--- src/rtl/crc8_pkg.sv ---
package crc8_pkg;

  // Strobes from control to datapath
  typedef struct packed {
    logic load;
    logic clear;
  } crcCtrl_t;

endpackage

--- src/rtl/crc8_control.sv ---
module crc8_control
  import crc8_pkg::*;
(
  input  logic     clearReq,
  input  logic     byteValid,
  output crcCtrl_t ctrl
);

  // Clear wins over an accepted byte in the same cycle
  always_comb begin
    ctrl.clear = clearReq;
    ctrl.load  = byteValid & ~clearReq;
  end

endmodule

--- src/rtl/crc8_datapath.sv ---
module crc8_datapath
  import crc8_pkg::*;
#(
  parameter int              CRC_W  = 8,
  parameter int              DATA_W = 8,
  parameter logic [CRC_W-1:0] POLY  = 8'h8C
) (
  input  logic              clk,
  input  logic              rstN,
  input  crcCtrl_t          ctrl,
  input  logic [DATA_W-1:0] byteIn,
  output logic [CRC_W-1:0]  crcQ
);

  localparam int STEPS = DATA_W;

  logic [CRC_W-1:0] stage [0:STEPS];
  logic [CRC_W-1:0] crcNext;

  // Table index: current value folded with the byte
  assign stage[0] = crcQ ^ CRC_W'(byteIn);

  // Table entry computed as an unrolled chain of reflected bit steps
  for (genvar i = 0; i < STEPS; i++) begin : g_step
    assign stage[i+1] = stage[i][0] ? ((stage[i] >> 1) ^ POLY)
                                    :  (stage[i] >> 1);
  end

  assign crcNext = stage[STEPS];

  always_ff @(posedge clk or negedge rstN) begin
    if (!rstN)          crcQ <= '0;
    else if (ctrl.clear) crcQ <= '0;
    else if (ctrl.load)  crcQ <= crcNext;
  end

endmodule

--- src/rtl/crc8_byte_engine.sv ---
module crc8_byte_engine
  import crc8_pkg::*;
#(
  parameter int CRC_W  = 8,
  parameter int DATA_W = 8
) (
  input  logic              clk,
  input  logic              rstN,
  input  logic              clearReq,
  input  logic              byteValid,
  input  logic [DATA_W-1:0] byteIn,
  output logic [CRC_W-1:0]  crcOut
);

  crcCtrl_t ctrl;

  crc8_control ctrl_i (
    .clearReq  (clearReq),
    .byteValid (byteValid),
    .ctrl      (ctrl)
  );

  crc8_datapath #(
    .CRC_W  (CRC_W),
    .DATA_W (DATA_W),
    .POLY   (CRC_W'(8'h8C))
  ) dp_i (
    .clk    (clk),
    .rstN   (rstN),
    .ctrl   (ctrl),
    .byteIn (byteIn),
    .crcQ   (crcOut)
  );

endmodule

--- config.mk ---
export PLATFORM = sky130hd
export DESIGN_NAME = crc8_byte_engine
export DESIGN_NICKNAME = d
export VERILOG_FILES = /design/src/rtl/crc8_pkg.sv /design/src/rtl/crc8_control.sv /design/src/rtl/crc8_datapath.sv /design/src/rtl/crc8_byte_engine.sv
export SDC_FILE = /design/constraint.sdc
export NUM_CORES = 1
export LEC_CHECK = 0
export BUFFER_PORTS_ARGS = -buffer_cell sky130_fd_sc_hd__clkbuf_2
export CAP_MARGIN = 10
export CORE_UTILIZATION = 35
export DETAILED_ROUTE_END_ITERATION = 10
export RECOVER_POWER = 100
export SYNTH_ARGS = -nofsm -noshare
export SYNTH_HDL_FRONTEND = slang
export SYNTH_SLANG_ARGS = --single-unit
--- constraint.sdc ---
create_clock -name clk -period 3.4 [get_ports clk]
set_input_delay 0 -clock clk [delete_from_list [all_inputs] [get_ports clk]]
set_output_delay 0 -clock clk [all_outputs]
set_load 0.1 [all_outputs]
==> flow_summary.yaml <==
placed_design:
  dpl_cell_area_um2: 683
  dpl.cell_count: 79
  port_buffers: 19
  post-dp-hpwl_um: 802
  place_congestion: 0.750
worst_setup_path:
  cp-end-kind: "flop"
  worstPathMaxFanout: 3
  critPathKind: "reg2reg"
  cp.required_ns: 3.56
  cp-start-kind: "flop"
  cp.arrival_ns: 2.05
clock_network:
  cts_htree_levels: 1
  cts_sinks: 8
  numCtsBuffers: 3
  root_buffer: "clkbuf_4"
  clkTransAtPathRegs_ns: 0.05
  post_cts_buffers: 0
  cts_tree: "yes"
  cts_buffer_depth: 2
  clk_latency_ns: 0.25
route:
  wl_mm: 1.06
  vias_per_cell: 4.87
  drc: 0
  antenna_left: 0
  wl_per_cell_um: 12.8
  drt_iter0_drc: 6
  vias: 404
  first_pass_iters: 2
logic_synthesis:
  synth_cells: 47
  synth_cell_types: 14
  synth_nets: 59
  synth_area_um2: 579
  ys_ff_latch: 8
  syn_area_per_cell_um2: 12.3
  yosysWarningCount: 0
  ys_seq_area_share_pct: 34.6
sta:
  fmax_ghz: 0.529
  period_needed_ns: 1.89
  fin_skew_ns: 0.00445
  rsz0062_at_grt: "false"
  hold_slack_ns: 0.0394
  hold_violations: 0
  slew_violations: 0
  tightest_slew_ns: 1.16
  relSlewSlack_pct: 23.1
  tns_ns: 0
  setup_viol: 0
  min_period_over_period_pct: 55.6
global_route:
  grt_pass1_vias: 393
  antenna_found_initial: 0
  grt_pass1_wl_mm: 1.88
  grt_max_degree: 17
  grt_use_total_pct: 14.8
  grt-ovfl-total: 0
final_layout:
  antenna_cells: 0
  top_regs: "dp_i.crcQ (8)"
  largest_reg_flops: 8
  drive_gt1_share_pct: 22.4
  top_register: "dp_i.crcQ"
  final_area_um2: 666
  area_delta_synth_final_pct: 14.9
  layout.nets: 81
  final_cells: 83
floorplanning:
  die_w_um: 42.7
  core_um2: 1520
  num_io_pins: 20
  die_area_um2: 1820
  rows: 14
  initial_core_util_pct: 38.0
  die_h_um: 42.7
hold_path:
  hp-class: "in2reg"
status:
  status: "finished clean"
run:
  cap_violations: 0
## critical path, cell delays in order, from the launching register on
cell and delay, ns:
dfrtp_1 0.40, xnor2_1 0.42, xor2_1 0.37, xnor3_1 0.39
a211oi_1 0.22
## cell usage after synthesis
master	n	share of area, %
a211oi_1	7	9.1
a211oi_2	1	2.2
buf_1	2	1.3
clkbuf_1	1	0.65
dfrtp_1	8	35
nor2_1	8	5.2
xnor2_1	11	17
xnor2_2	1	2.8
xnor2_4	1	4.8
xnor3_1	2	7.8
xnor3_4	1	4.5
xor2_1	2	3.0
xor2_2	1	2.8
xor3_4	1	4.8
## placed cells by master (no fill, tap or decap), drive strengths merged
cell type | Yosys | routed
a211oi | 8 | 8
clkbuf | 1 | 22
dfrtp | 8 | 8
dlygate4sd3 | 0 | 1
nor2 | 8 | 8
xnor2 | 13 | 13
xnor3 | 3 | 3
xor2 | 3 | 3
xor3 | 1 | 1
## stage by stage
| stage | util [%] | worst slack [ns] |
|---|---|---|
| final | 43.7 | 1.51 |
| after global routing | 43.7 | 1.37 |
| after CTS | 47.0 | 1.58 |
| after detailed placement | 44.8 | 1.59 |
| after global placement | 44.8 | 1.64 |
| after floorplan | - | 1.09 |
## path summary, 6_finish.rpt
| kind | from | endpoint | slack, ns | depth (start not counted) |
|---|---|---|---|---|
| hold / removal | clearReq | dp_i.crcQ[2]$_DFFE_PN0P_ | 0.04 | 2 |
| setup reg to reg | dp_i.crcQ[1]$_DFFE_PN0P_ | dp_i.crcQ[2]$_DFFE_PN0P_ | 1.51 | 4 |
| min in group asynchronous | rstN | dp_i.crcQ[7]$_DFFE_PN0P_ | 0.21 | 2 |
| max in group asynchronous | rstN | dp_i.crcQ[6]$_DFFE_PN0P_ | 2.88 | 2 |
| setup / recovery | dp_i.crcQ[1]$_DFFE_PN0P_ | dp_i.crcQ[2]$_DFFE_PN0P_ | 1.51 | 4 |
| hold reg to reg | dp_i.crcQ[5]$_DFFE_PN0P_ | dp_i.crcQ[5]$_DFFE_PN0P_ | 0.58 | 2 |
## repair_timing
item,CTS,global route
resized for setup,0,0
hold buffers,1,0
endpoints found under the hold margin,8,0
## layer usage
metal	vias to the layer above	GRT usage [%]	part of all wire (%)
li1	200	-	-
met1	189	19.1	47
met2	13	20.9	47
met3	2	6.38	5.5
met4	0	7.50	1.3
met5	-	0	0
## kinds of logic after synthesis
group | after synthesis | share of synthesized area, %
xor+xnor | 20 | 47.1
compound gates | 8 | 11.2
flops | 8 | 34.6
simple gates | 8 | 5.18
buf+inv | 3 | 1.94
## cell type report
type	instances	area [µm²]
fill	162	858
multi-input combinational	36	329
sequential	8	200
timing repair buffer	20	93.8
clock buffer	3	22.5
tap	16	20.0
Power is left out: the tool's default activity adds up to more than one toggle a clock period on the data nets, which glitch-free logic cannot reach.
